==> src/rtl/nand_seq_pkg.sv <==
package nand_seq_pkg;

    localparam int PAGE_BYTES = 2112;
    localparam int RB_GUARD   = 4;

    typedef enum logic [2:0] {
        OP_READ  = 3'd0,
        OP_LOAD  = 3'd1,
        OP_JUMP  = 3'd2,
        OP_COMMIT= 3'd3,
        OP_ERASE = 3'd4,
        OP_COPY  = 3'd5,
        OP_STAT  = 3'd6,
        OP_BAD   = 3'd7
    } op_e;

    typedef enum logic [1:0] {
        DC_PASS = 2'd0,
        DC_FAIL = 2'd1,
        DC_TMO  = 2'd2,
        DC_REJ  = 2'd3
    } dcode_e;

    typedef enum logic [1:0] { CK_CMD, CK_ADDR, CK_WR, CK_RD } cyc_e;

    typedef enum logic [2:0] { SK_CMD, SK_ADDR, SK_WR, SK_RD, SK_WAIT, SK_STAT, SK_END } step_e;

    typedef enum logic [2:0] { AS_CR, AS_C, AS_R, AS_ZS, AS_ZD } asel_e;

    typedef struct packed {
        step_e      kind;
        logic [7:0] cmd;
        asel_e      asel;
    } step_t;

    function automatic step_t mk(step_e k, logic [7:0] c, asel_e a);
        step_t s;
        s.kind = k;
        s.cmd  = c;
        s.asel = a;
        return s;
    endfunction

    // Ordered step list of each operation
    function automatic step_t plan(op_e op, logic [3:0] st);
        step_t s;
        s = mk(SK_END, 8'h00, AS_CR);
        case (op)
            OP_READ: case (st)
                4'd0: s = mk(SK_CMD,  8'h00, AS_CR);
                4'd1: s = mk(SK_ADDR, 8'h00, AS_CR);
                4'd2: s = mk(SK_CMD,  8'h30, AS_CR);
                4'd3: s = mk(SK_WAIT, 8'h00, AS_CR);
                4'd4: s = mk(SK_RD,   8'h00, AS_CR);
                default: ;
            endcase
            OP_LOAD: case (st)
                4'd0: s = mk(SK_CMD,  8'h80, AS_CR);
                4'd1: s = mk(SK_ADDR, 8'h00, AS_CR);
                4'd2: s = mk(SK_WR,   8'h00, AS_CR);
                default: ;
            endcase
            OP_JUMP: case (st)
                4'd0: s = mk(SK_CMD,  8'h85, AS_C);
                4'd1: s = mk(SK_ADDR, 8'h00, AS_C);
                4'd2: s = mk(SK_WR,   8'h00, AS_C);
                default: ;
            endcase
            OP_COMMIT: case (st)
                4'd0: s = mk(SK_CMD,  8'h10, AS_CR);
                4'd1: s = mk(SK_WAIT, 8'h00, AS_CR);
                4'd2: s = mk(SK_CMD,  8'h70, AS_CR);
                4'd3: s = mk(SK_STAT, 8'h00, AS_CR);
                default: ;
            endcase
            OP_ERASE: case (st)
                4'd0: s = mk(SK_CMD,  8'h60, AS_R);
                4'd1: s = mk(SK_ADDR, 8'h00, AS_R);
                4'd2: s = mk(SK_CMD,  8'hD0, AS_R);
                4'd3: s = mk(SK_WAIT, 8'h00, AS_R);
                4'd4: s = mk(SK_CMD,  8'h70, AS_R);
                4'd5: s = mk(SK_STAT, 8'h00, AS_R);
                default: ;
            endcase
            OP_COPY: case (st)
                4'd0: s = mk(SK_CMD,  8'h00, AS_ZS);
                4'd1: s = mk(SK_ADDR, 8'h00, AS_ZS);
                4'd2: s = mk(SK_CMD,  8'h35, AS_ZS);
                4'd3: s = mk(SK_WAIT, 8'h00, AS_ZS);
                4'd4: s = mk(SK_CMD,  8'h85, AS_ZD);
                4'd5: s = mk(SK_ADDR, 8'h00, AS_ZD);
                4'd6: s = mk(SK_CMD,  8'h10, AS_ZD);
                4'd7: s = mk(SK_WAIT, 8'h00, AS_ZD);
                4'd8: s = mk(SK_CMD,  8'h70, AS_ZD);
                4'd9: s = mk(SK_STAT, 8'h00, AS_ZD);
                default: ;
            endcase
            OP_STAT: case (st)
                4'd0: s = mk(SK_CMD,  8'h70, AS_CR);
                4'd1: s = mk(SK_STAT, 8'h00, AS_CR);
                default: ;
            endcase
            default: ;
        endcase
        return s;
    endfunction

endpackage

==> src/rtl/nand_seq_sync.sv <==
module nand_seq_sync (
    input  logic clk,
    input  logic rst_n,
    input  logic d,
    output logic q
);
    logic [1:0] sh_q;

    always_ff @(posedge clk or negedge rst_n) begin
        if (!rst_n) sh_q <= 2'b00;
        else        sh_q <= {sh_q[0], d};
    end

    assign q = sh_q[1];
endmodule

==> src/rtl/nand_seq_cycle.sv <==
module nand_seq_cycle
    import nand_seq_pkg::*;
#(
    parameter int TW = 4
) (
    input  logic          clk,
    input  logic          rst_n,
    input  logic          start,
    input  cyc_e          kind,
    input  logic [7:0]    byte_in,
    input  logic [TW-1:0] cfg_setup,
    input  logic [TW-1:0] cfg_pulse,
    input  logic [7:0]    io_in,
    output logic          cyc_done,
    output logic [7:0]    rbyte,
    output logic          cle,
    output logic          ale,
    output logic          we_n,
    output logic          re_n,
    output logic [7:0]    io_out,
    output logic          io_oe
);
    typedef enum logic [1:0] { ES_IDLE, ES_SETUP, ES_PULSE, ES_HOLD } est_e;

    typedef struct packed {
        est_e          st;
        logic [TW-1:0] cnt;
        cyc_e          kind;
        logic [7:0]    data;
    } eng_t;

    eng_t q, d;

    always_comb begin
        d        = q;
        cyc_done = 1'b0;
        case (q.st)
            ES_IDLE: if (start) begin
                d.st   = ES_SETUP;
                d.cnt  = cfg_setup;
                d.kind = kind;
                d.data = byte_in;
            end
            ES_SETUP: if (q.cnt == '0) begin
                d.st  = ES_PULSE;
                d.cnt = cfg_pulse;
            end else begin
                d.cnt = q.cnt - 1'b1;
            end
            ES_PULSE: if (q.cnt == '0) begin
                d.st = ES_HOLD;
                if (q.kind == CK_RD) d.data = io_in;
            end else begin
                d.cnt = q.cnt - 1'b1;
            end
            default: begin
                cyc_done = 1'b1;
                d.st     = ES_IDLE;
            end
        endcase
    end

    always_ff @(posedge clk or negedge rst_n) begin
        if (!rst_n) q <= '{st: ES_IDLE, cnt: '0, kind: CK_CMD, data: 8'h00};
        else        q <= d;
    end

    logic act;
    assign act    = (q.st != ES_IDLE);
    assign cle    = act && (q.kind == CK_CMD);
    assign ale    = act && (q.kind == CK_ADDR);
    assign we_n   = !((q.st == ES_PULSE) && (q.kind != CK_RD));
    assign re_n   = !((q.st == ES_PULSE) && (q.kind == CK_RD));
    assign io_oe  = act && (q.kind != CK_RD);
    assign io_out = q.data;
    assign rbyte  = q.data;

    AST_STROBE_EXCL: assert property (@(posedge clk) disable iff (!rst_n) !(!we_n && !re_n));
    AST_LATCH_EXCL:  assert property (@(posedge clk) disable iff (!rst_n) !(cle && ale));
    AST_IO_STABLE:   assert property (@(posedge clk) disable iff (!rst_n) (!we_n && $past(!we_n)) |-> $stable(io_out));
endmodule

==> src/rtl/nand_seq.sv <==
module nand_seq
    import nand_seq_pkg::*;
#(
    parameter int ROW_W = 16,
    parameter int COL_W = 12,
    parameter int TW    = 4,
    parameter int TO_W  = 16
) (
    input  logic             clk,
    input  logic             rst_n,
    input  logic             req_valid,
    output logic             req_ready,
    input  logic [2:0]       req_op,
    input  logic [ROW_W-1:0] req_row,
    input  logic [ROW_W-1:0] req_dst_row,
    input  logic [COL_W-1:0] req_col,
    input  logic [COL_W-1:0] req_len,
    input  logic [TW-1:0]    cfg_setup,
    input  logic [TW-1:0]    cfg_pulse,
    input  logic [TO_W-1:0]  cfg_timeout,
    input  logic [7:0]       wr_data,
    input  logic             wr_valid,
    output logic             wr_ready,
    output logic [7:0]       rd_data,
    output logic             rd_valid,
    input  logic             rd_ready,
    output logic             done,
    output logic [1:0]       done_code,
    output logic             nand_ce_n,
    output logic             nand_cle,
    output logic             nand_ale,
    output logic             nand_we_n,
    output logic             nand_re_n,
    output logic [7:0]       nand_io_out,
    output logic             nand_io_oe,
    input  logic [7:0]       nand_io_in,
    input  logic             nand_rb
);
    localparam logic [COL_W-1:0] COL_LAST = COL_W'(PAGE_BYTES - 1);
    localparam logic [TO_W-1:0]  GUARD    = TO_W'(RB_GUARD);

    typedef enum logic [1:0] { PH_IDLE, PH_RUN, PH_DONE } ph_e;

    typedef struct packed {
        ph_e              ph;
        op_e              op;
        logic [3:0]       stage;
        logic [ROW_W-1:0] row;
        logic [ROW_W-1:0] dst;
        logic [COL_W-1:0] col;
        logic [COL_W-1:0] len;
        logic [COL_W-1:0] cnt;
        logic             busy;
        logic [TO_W-1:0]  wcnt;
        logic [7:0]       stat;
        dcode_e           code;
        logic             open;
        logic [7:0]       rdat;
        logic             rvld;
    } seq_t;

    seq_t q, d;

    logic       eng_start, eng_done, rb_s, bad;
    cyc_e       eng_kind;
    logic [7:0] eng_byte, eng_rbyte;
    step_t      stp;

    function automatic logic [7:0] abyte(asel_e a, logic [COL_W-1:0] i,
                                         logic [COL_W-1:0] c, logic [ROW_W-1:0] r,
                                         logic [ROW_W-1:0] ds);
        logic [31:0] c32, r32, d32;
        c32 = 32'(c);
        r32 = 32'(r);
        d32 = 32'(ds);
        case (a)
            AS_C:  return (i == 0) ? c32[7:0] : {4'h0, c32[11:8]};
            AS_R:  return (i == 0) ? r32[7:0] : r32[15:8];
            AS_ZS: return (i < 2) ? 8'h00 : ((i == 2) ? r32[7:0] : r32[15:8]);
            AS_ZD: return (i < 2) ? 8'h00 : ((i == 2) ? d32[7:0] : d32[15:8]);
            default: case (i)
                0: return c32[7:0];
                1: return {4'h0, c32[11:8]};
                2: return r32[7:0];
                default: return r32[15:8];
            endcase
        endcase
    endfunction

    always_comb begin
        d         = q;
        req_ready = 1'b0;
        wr_ready  = 1'b0;
        eng_start = 1'b0;
        eng_kind  = CK_CMD;
        eng_byte  = 8'h00;
        done      = 1'b0;
        bad       = 1'b0;
        stp       = plan(q.op, q.stage);
        if (q.rvld && rd_ready) d.rvld = 1'b0;
        case (q.ph)
            PH_IDLE: begin
                req_ready = 1'b1;
                case (op_e'(req_op))
                    OP_READ, OP_LOAD: bad = (req_col > COL_LAST);
                    OP_JUMP:          bad = (req_col > COL_LAST) || !q.open;
                    OP_COMMIT:        bad = !q.open;
                    OP_ERASE, OP_COPY, OP_STAT: bad = 1'b0;
                    default:          bad = 1'b1;
                endcase
                if (req_valid) begin
                    d.op    = op_e'(req_op);
                    d.row   = req_row;
                    d.dst   = req_dst_row;
                    d.col   = req_col;
                    d.len   = req_len;
                    d.stage = '0;
                    d.cnt   = '0;
                    d.busy  = 1'b0;
                    d.wcnt  = '0;
                    if (bad) begin
                        d.ph   = PH_DONE;
                        d.code = DC_REJ;
                    end else begin
                        d.ph = PH_RUN;
                        if (op_e'(req_op) == OP_LOAD)      d.open = 1'b1;
                        else if (op_e'(req_op) != OP_JUMP) d.open = 1'b0;
                    end
                end
            end
            PH_RUN: case (stp.kind)
                SK_CMD, SK_ADDR: begin
                    eng_kind = (stp.kind == SK_CMD) ? CK_CMD : CK_ADDR;
                    eng_byte = (stp.kind == SK_CMD) ? stp.cmd : abyte(stp.asel, q.cnt, q.col, q.row, q.dst);
                    if (!q.busy) begin
                        eng_start = 1'b1;
                        d.busy    = 1'b1;
                    end else if (eng_done) begin
                        d.busy = 1'b0;
                        if (stp.kind == SK_CMD ||
                            q.cnt == (((stp.asel == AS_C) || (stp.asel == AS_R)) ? COL_W'(1) : COL_W'(3))) begin
                            d.stage = q.stage + 1'b1;
                            d.cnt   = '0;
                        end else begin
                            d.cnt = q.cnt + 1'b1;
                        end
                    end
                end
                SK_WR: begin
                    eng_kind = CK_WR;
                    eng_byte = wr_data;
                    if (q.busy) begin
                        if (eng_done) begin
                            d.busy = 1'b0;
                            d.cnt  = q.cnt + 1'b1;
                        end
                    end else if (q.cnt == q.len) begin
                        d.stage = q.stage + 1'b1;
                        d.cnt   = '0;
                    end else if (wr_valid) begin
                        wr_ready  = 1'b1;
                        eng_start = 1'b1;
                        d.busy    = 1'b1;
                    end
                end
                SK_RD, SK_STAT: begin
                    eng_kind = CK_RD;
                    if (q.busy) begin
                        if (eng_done) begin
                            d.busy = 1'b0;
                            if (stp.kind == SK_STAT) begin
                                d.stat  = eng_rbyte;
                                d.stage = q.stage + 1'b1;
                                if (q.op == OP_STAT) begin
                                    d.rdat = eng_rbyte;
                                    d.rvld = 1'b1;
                                end
                            end else begin
                                d.rdat = eng_rbyte;
                                d.rvld = 1'b1;
                                d.cnt  = q.cnt + 1'b1;
                            end
                        end
                    end else if (stp.kind == SK_RD && q.cnt == q.len) begin
                        if (!q.rvld) begin
                            d.stage = q.stage + 1'b1;
                            d.cnt   = '0;
                        end
                    end else if (!q.rvld) begin
                        eng_start = 1'b1;
                        d.busy    = 1'b1;
                    end
                end
                SK_WAIT: begin
                    d.wcnt = q.wcnt + 1'b1;
                    if (q.wcnt >= GUARD && rb_s) begin
                        d.stage = q.stage + 1'b1;
                        d.wcnt  = '0;
                    end else if (q.wcnt >= cfg_timeout) begin
                        d.ph   = PH_DONE;
                        d.code = DC_TMO;
                        d.wcnt = '0;
                    end
                end
                default: if (!q.rvld) begin
                    d.ph   = PH_DONE;
                    d.code = ((q.op == OP_COMMIT || q.op == OP_ERASE || q.op == OP_COPY) && q.stat[0])
                             ? DC_FAIL : DC_PASS;
                end
            endcase
            default: begin
                done = 1'b1;
                d.ph = PH_IDLE;
            end
        endcase
    end

    always_ff @(posedge clk or negedge rst_n) begin
        if (!rst_n) begin
            q <= '{ph: PH_IDLE, op: OP_READ, stage: '0, row: '0, dst: '0, col: '0, len: '0,
                   cnt: '0, busy: 1'b0, wcnt: '0, stat: 8'h00, code: DC_PASS, open: 1'b0,
                   rdat: 8'h00, rvld: 1'b0};
        end else begin
            q <= d;
        end
    end

    assign done_code = q.code;
    assign rd_data   = q.rdat;
    assign rd_valid  = q.rvld;
    assign nand_ce_n = (q.ph != PH_RUN);

    nand_seq_sync u_rb_sync (
        .clk   (clk),
        .rst_n (rst_n),
        .d     (nand_rb),
        .q     (rb_s)
    );

    nand_seq_cycle #(.TW(TW)) u_cycle (
        .clk       (clk),
        .rst_n     (rst_n),
        .start     (eng_start),
        .kind      (eng_kind),
        .byte_in   (eng_byte),
        .cfg_setup (cfg_setup),
        .cfg_pulse (cfg_pulse),
        .io_in     (nand_io_in),
        .cyc_done  (eng_done),
        .rbyte     (eng_rbyte),
        .cle       (nand_cle),
        .ale       (nand_ale),
        .we_n      (nand_we_n),
        .re_n      (nand_re_n),
        .io_out    (nand_io_out),
        .io_oe     (nand_io_oe)
    );

    AST_IDLE_BUS:   assert property (@(posedge clk) disable iff (!rst_n) req_ready |-> (nand_ce_n && nand_we_n && nand_re_n));
    AST_DONE_PULSE: assert property (@(posedge clk) disable iff (!rst_n) done |=> !done);
    AST_RD_HOLD:    assert property (@(posedge clk) disable iff (!rst_n) (rd_valid && !rd_ready) |=> (rd_valid && $stable(rd_data)));
    AST_WR_IN_OP:   assert property (@(posedge clk) disable iff (!rst_n) wr_ready |-> !nand_ce_n);
endmodule

==> config.mk <==
export PLATFORM = sky130hd
export DESIGN_NAME = nand_seq
export DESIGN_NICKNAME = d
export VERILOG_FILES = /design/src/rtl/nand_seq_pkg.sv /design/src/rtl/nand_seq_sync.sv /design/src/rtl/nand_seq_cycle.sv /design/src/rtl/nand_seq.sv
export SDC_FILE = /design/constraint.sdc
export NUM_CORES = 1
export LEC_CHECK = 0
export BUFFER_PORTS_ARGS = -buffer_cell sky130_fd_sc_hd__buf_4
export CAP_MARGIN = 40
export CORE_ASPECT_RATIO = 1.75
export CORE_UTILIZATION = 30
export CTS_CLUSTER_SIZE = 20
export DETAILED_ROUTE_END_ITERATION = 16
export SYNTH_ARGS = -nofsm -noshare
export SYNTH_HDL_FRONTEND = slang
export SYNTH_SLANG_ARGS = --single-unit
==> constraint.sdc <==
create_clock -name clk -period 3.1 [get_ports clk]
set_input_delay 0.31 -clock clk [delete_from_list [all_inputs] [get_ports clk]]
set_output_delay 0.31 -clock clk [all_outputs]
set_load 0.005 [all_outputs]
==> impl_metrics.ini, run 1 <==
[outcome]
status = finished, final reports clean

[detailed_routing]
dr.pass1.iters = 7
antenna_left = 0
drc_errors = 0
wl_microns = 27500
routed_via_density = 5.09
drt_iter0_markers = 436
wl_per_cell_microns = 17.4
vias = 8031

[finish]
finalNetCount = 1333
seqCellArea_sq_um = 3130
final_common_cell = nand2_1
mostFrequentLayoutCells = nand2_1 (251), buf_4 (238), dfrtp_1 (123), nor2_1 (46), inv_1 (38)
multi_input_area_sq_um = 4800
fin_cells = 1578
fillers = 2790
syn_to_final_growth_pct = 32.4
drive_gt1_share_pct = 28.9
antennaDiodeCount = 0

[cts]
h-tree-depth = 4
cts_buffer_depth = 2
cts_tree = built
clkLatencyLatePin_ps = 440
clk_pin_slew_ps = 60
cts_buffers = 17
cts.sinks = 125
cts-root-buf = clkbuf_16

[power_and_ir_drop]
clkPwrFrac_pct = 18.9
powerDensity_nw_per_um2 = 937
p_comb_share_pct = 54.4
leakage_nw = 5.40
ir_drop_mv = 0.487
power_switching_share_pct = 42.7
intPower_w = 0.00592
p_seq_share_pct = 26.7
netSwitchingPower_w = 0.00441

[critical_path]
critical_path_class = reg -> out
reg2reg_from = q[108]$_DFFE_PN0P_
critPathArrivalTime_ps = 2680
reg2reg_depth = 11
startpoint = q[108]$_DFFE_PN0P_
r2r-end = q[47]$_DFFE_PN0P_
end_kind = primary output
cp-start-kind = flip-flop
rrSetupSlack_ps = 120
crit_required_ps = 2790
critPathMaxFanout = 6

[die]
coreArea_sq_um = 27300
design.portCount = 133
fp.dieW_microns = 128
dieArea_sq_um = 28500
die_h_microns = 222
initial_core_util_pct = 30.5
rows = 80

[sta]
setup_violations = 0
worst_slew_pin_slew_ps = 685
fin_ws_ps = 109
clock_skew_ps = 10.2
period_share_pct = 96.5
relSlewSlack_pct = 53.6
fmax_mhz = 334
layout_min_cycle_time_ps = 2990
hold_violations = 0
drv_slew = 0

[synth]
synth.yosys.warnings = 0
ys_ff_latch = 125
async_reset_ff_share_pct = 100
avgSynthCellArea_sq_um = 8.34
synth_area_sq_um = 8330
yosysSeqAreaShare_pct = 37.5
synth_edf_count = 0
synth_cells = 999
synth_cell_types = 81
ys.flop_type = dfrtp_1
synth_nets = 1136

[global_routing]
grt_first_pass_wirelength_microns = 43200
grt_pass1_vias = 8244
grt_max_degree = 78
grt_overflow_total = 0
grt_usage_pct = 19.9
antenna_found_initial = 0

[worst_hold_path]
hold_start = rd_ready
min_path_cells = 2
worstHoldPathType = in -> reg
holdPathEnd = rd_valid$_DFF_PN0_

[placed_design]
dp_slack_ps = -104
portBuffers = 132
place_inst = 1540
dp_hpwl_microns = 21500
gp_congestion = 0.913

[flow_run]
drv_cap = 0
stage by stage:
step | cell area (sq um) | power, W | hold slack, ps | setup TNS (ps) | util (%)
2_1_floorplan | 8330 | 0.00600 | 14.4 | 0 | -
3_5_place_dp | 10200 | 0.00810 | 163 | -444 | 37.5
3_3_place_gp | 10200 | 0.00802 | 164 | 0 | 37.5
6_report | 11000 | 0.0103 | 48.2 | 0 | 40.4
5_1_grt | 11000 | 0.0111 | 52.7 | -52.0 | 40.4
4_1_cts | 10900 | 0.0102 | 37.2 | 0 | 39.9
final cells by class:
| class | instances | share of cell area, % |
|---|---|---|
| clock buffers | 22 | 4.39 |
| repair buffers | 246 | 17.3 |
| multi-input cells | 766 | 43.6 |
| flip-flops and latches | 125 | 28.4 |
| well taps | 369 | 4.19 |
| inverters | 40 | 1.36 |
| clock inverters | 10 | 0.805 |
per-layer routing:
layer,routed length [microns],vias up,track usage [%]
met1,10300,3840,20.6
met2,15000,217,37.2
met4,1340,0,11.6
li1,-,3902,-
met3,897,72,2.87
met5,0,-,0
registers in the layout, summed over array words and instances (netlist names):
register	flops
u_cycle.io_out	8
rd_valid	1
done_code	2
u_cycle.q	8
q	96
u_rb_sync.sh_q	2
rd_data	8
logic make-up after synthesis:
| group | after synthesis | synth area share [%] |
|---|---|---|
| AOI/OAI and AO/OA | 222 | 19.1 |
| xor gates and xnor gates | 17 | 1.79 |
| adders and majority gates | 32 | 4.81 |
| buffers and inverters | 108 | 6.62 |
| DFF | 125 | 37.5 |
| muxes | 26 | 3.75 |
| and+or+nand+nor | 469 | 26.4 |
worst max-delay path by stage:
| stage | to | slack [ps] | depth (start not counted) |
|---|---|---|---|
| 6_report | wr_ready | 110 | 8 |
| 5_1_grt | u_cycle.q[14]$_DFFE_PN0P_ | -20 | 12 |
| 4_1_cts | wr_ready | 30 | 10 |
| 3_5_place_dp | q[47]$_DFFE_PN0P_ | -100 | 11 |
| 3_3_place_gp | q[47]$_DFFE_PN0P_ | 30 | 11 |
| 2_1_floorplan | u_cycle.q[10]$_DFFE_PN0P_ | 140 | 12 |
cells in the mapped netlist (16+ instances only):
master | instances | share of area (%)
dfrtp_1 | 125 | 38
a21oi_1 | 33 | 2.0
o21ai_1 | 18 | 1.1
nor2_1 | 47 | 2.1
o21ai_0 | 33 | 2.0
nand3_1 | 25 | 1.5
mux2_2 | 17 | 2.3
buf_4 | 21 | 1.9
ha_1 | 32 | 4.8
nor3_1 | 28 | 1.7
a31oi_1 | 16 | 1.2
a21o_1 | 19 | 1.7
clkbuf_1 | 24 | 1.1
inv_1 | 40 | 1.8
nand2_1 | 252 | 11
and3_1 | 17 | 1.3
repair_timing:
action | in CTS | in global routing
buffers inserted | 2 | 2
hold buffers | 2 | 0
gates resized for setup | 9 | 25
setup endpoints to repair | 16 | 43
hold endpoints to repair | 11 | 0
pin swaps | 1 | 4
power by group through the flow:
stage / combinational [W] / sequential [W] / clock, W
finish: 0.00562 / 0.00276 / 0.00195
global route: 0.00621 / 0.00282 / 0.00206
CTS: 0.00546 / 0.00275 / 0.00200
detailed placement: 0.00533 / 0.00277 / 0
global placement: 0.00526 / 0.00276 / 0
floorplan: 0.00348 / 0.00252 / 0
worst max-delay path, cell delays in order, from the launching register on:
cell and delay, ps:
dfrtp_1 490, or2_4 340, o311ai_2 310, a31oi_2 110
a211o_1 320, buf_4 170, nor3_4 190, and4_1 210
buf_4 110
No activity file was read; power rests on OpenSTA's default activity.
==> run 2, diff against run 1 <==
Clock period 3.1 ns to 3.6 ns, I/O delays scaled along.
==> impl_metrics.ini, run 2 (synthesized netlist as in run 1, its figures left out) <==
[power_and_ir_drop]
leakage_nw = 5.10
ir_drop_mv = 0.427
powerDensity_nw_per_um2 = 812
finalPower_w = 0.00851

[critical_path]
r2r-end = u_cycle.q[12]$_DFFE_PN0P_
cp_top_family = simple AND/OR/NAND/NOR gates
critPathArrivalTime_ps = 3010
path_buf_inv = 5
crit_required_ps = 3240
reg2reg_depth = 10
slowest_stage = dfrtp_1
cp-start-kind = flip-flop
critPathMaxStageDelay_ps = 410
crit_chain = inv_1, ha_2, nor2_1, buf_4, o221ai_1, nand4_1, nor2_1, buf_4, nor3_2, buf_4, and4_1, buf_4
critPathMaxFanout = 11
rrSetupSlack_ps = 330
end_kind = primary output
path_common_cell = buf_4
reg2reg_from = q[105]$_DFFE_PN0P_
critical_path_class = reg -> out

[cts]
cts_buffers = 17
clk_pin_slew_ps = 50
h-tree-depth = 4
cts.sinks = 125
cts_buffer_depth = 2
cts-root-buf = clkbuf_16
cts_tree = built
clkLatencyLatePin_ps = 430

[sta]
drv_slew = 0
period_share_pct = 93.6
clock_skew_ps = 10.1
rsz0062_at_grt = no
setup_violations = 0
relSlewSlack_pct = 48.2
worst_slew_pin_slew_ps = 778
fmax_mhz = 297
layout_min_cycle_time_ps = 3370
final.setup.tns_ps = 0
hold_violations = 0

[finish]
drive_gt1_share_pct = 23.2
mostFrequentLayoutCells = nand2_1 (251), buf_4 (180), dfrtp_1 (125), nor2_1 (47), inv_1 (40)
syn_to_final_growth_pct = 25.8
largest_reg_flops = 96
regMostFlops = q
post-route-util_pct = 38.4
finalNetCount = 1270
antennaDiodeCount = 0
final_common_cell = nand2_1

[detailed_routing]
routed_via_density = 5.13
drc_errors = 0
vias = 7767
drt_iter0_markers = 403
dr.pass1.iters = 5
wl_per_cell_microns = 17.7
wl_microns = 26800
antenna_left = 0

[global_routing]
antenna_found_initial = 0
grt_pass1_vias = 7978
grt_max_degree = 66
grt_overflow_total = 0
grt_usage_pct = 19.4
grt_first_pass_wirelength_microns = 42300

[worst_hold_path]
worstHoldPathType = in -> reg
holdPathEnd = u_rb_sync.sh_q[0]$_DFF_PN0_
hold_start = nand_rb
min_path_cells = 1

[die]
initial_core_util_pct = 30.5
rows = 80
fp.dieW_microns = 128
coreArea_sq_um = 27300
design.portCount = 133
dieArea_sq_um = 28500
die_h_microns = 222

[outcome]
status = finished, final reports clean

[placed_design]
portBuffers = 132
dp_hpwl_microns = 20900
gp_congestion = 0.916

[flow_run]
drv_cap = 0
==> run 2: cell types whose count changed in the layout (fill, tap and decap cells not counted), moves of 3 or more <==
cell	change
buf_4	-58
a31oi_1	+4
a31oi_2	-4
bufinv_16	+4
clkinv_2	-4
buf_12	-3
==> run 2: how the worst max path moves through the flow <==
stage | cells past startpoint | from | end
detailed placement | 10 | q[105]$_DFFE_PN0P_ | u_cycle.q[12]$_DFFE_PN0P_
finish | 12 | q[105]$_DFFE_PN0P_ | wr_ready
floorplan | 12 | q[105]$_DFFE_PN0P_ | u_cycle.q[10]$_DFFE_PN0P_
CTS | 10 | q[105]$_DFFE_PN0P_ | wr_ready
global route | 12 | q[106]$_DFFE_PN0P_ | wr_ready
global placement | 10 | q[105]$_DFFE_PN0P_ | u_cycle.q[10]$_DFFE_PN0P_
==> run 2: metal layers <==
metal | wire, microns | share of wire [%] | track usage (%)
met1 | 9950 | 37 | 20.0
met5 | 0 | 0 | 0
met4 | 1030 | 3.8 | 8.58
met3 | 825 | 3.1 | 2.91
met2 | 15000 | 56 | 37.5
==> run 2: worst reg2reg max path, delay by kind of cell, from the launching register on <==
family / cells / cell delay, ps
adders and majority gates: 1 / 330
and+or+nand+nor: 1 / 110
muxes: 1 / 340
DFF: 1 / 410
AOI/OAI and AO/OA: 6 / 1850
buffers and inverters: 1 / 130
==> run 2: metrics by stage <==
stage | worst slack (ps) | instances | area [sq um] | hold slack, ps
after global routing | 42.1 | 1515 | 10500 | 43.1
after floorplan | 636 | 999 | 8330 | 64.4
final | 229 | 1515 | 10500 | 49.3
after detailed placement | 228 | 1482 | 9790 | 158
after global placement | 271 | 1481 | 9770 | 158
after CTS | 80.2 | 1515 | 10500 | 45.1
==> run 2: area by class of cell <==
type	instances	area, sq um
clock buffers	23	488
clock inverters	9	181
fillers	2802	16800
inverters	40	150
multi-input cells	766	4660
flip-flops and latches	125	3130
well taps	369	462
repair buffers	183	1410
==> run 2: timing repair <==
action / in CTS / in global routing
gates resized for setup: 0 / 3
buffers inserted: 0 / 0
endpoints found under the setup margin: 0 / 5
hold buffers: 1 / 0
endpoints found under the hold margin: 6 / 0
==> run 2: power breakdown <==
part	switching [W]	total, W	internal, W
Combinational	0.00243	0.00420	0.00177
Sequential	0.000495	0.00237	0.00188
Clock	0.000635	0.00194	0.00130
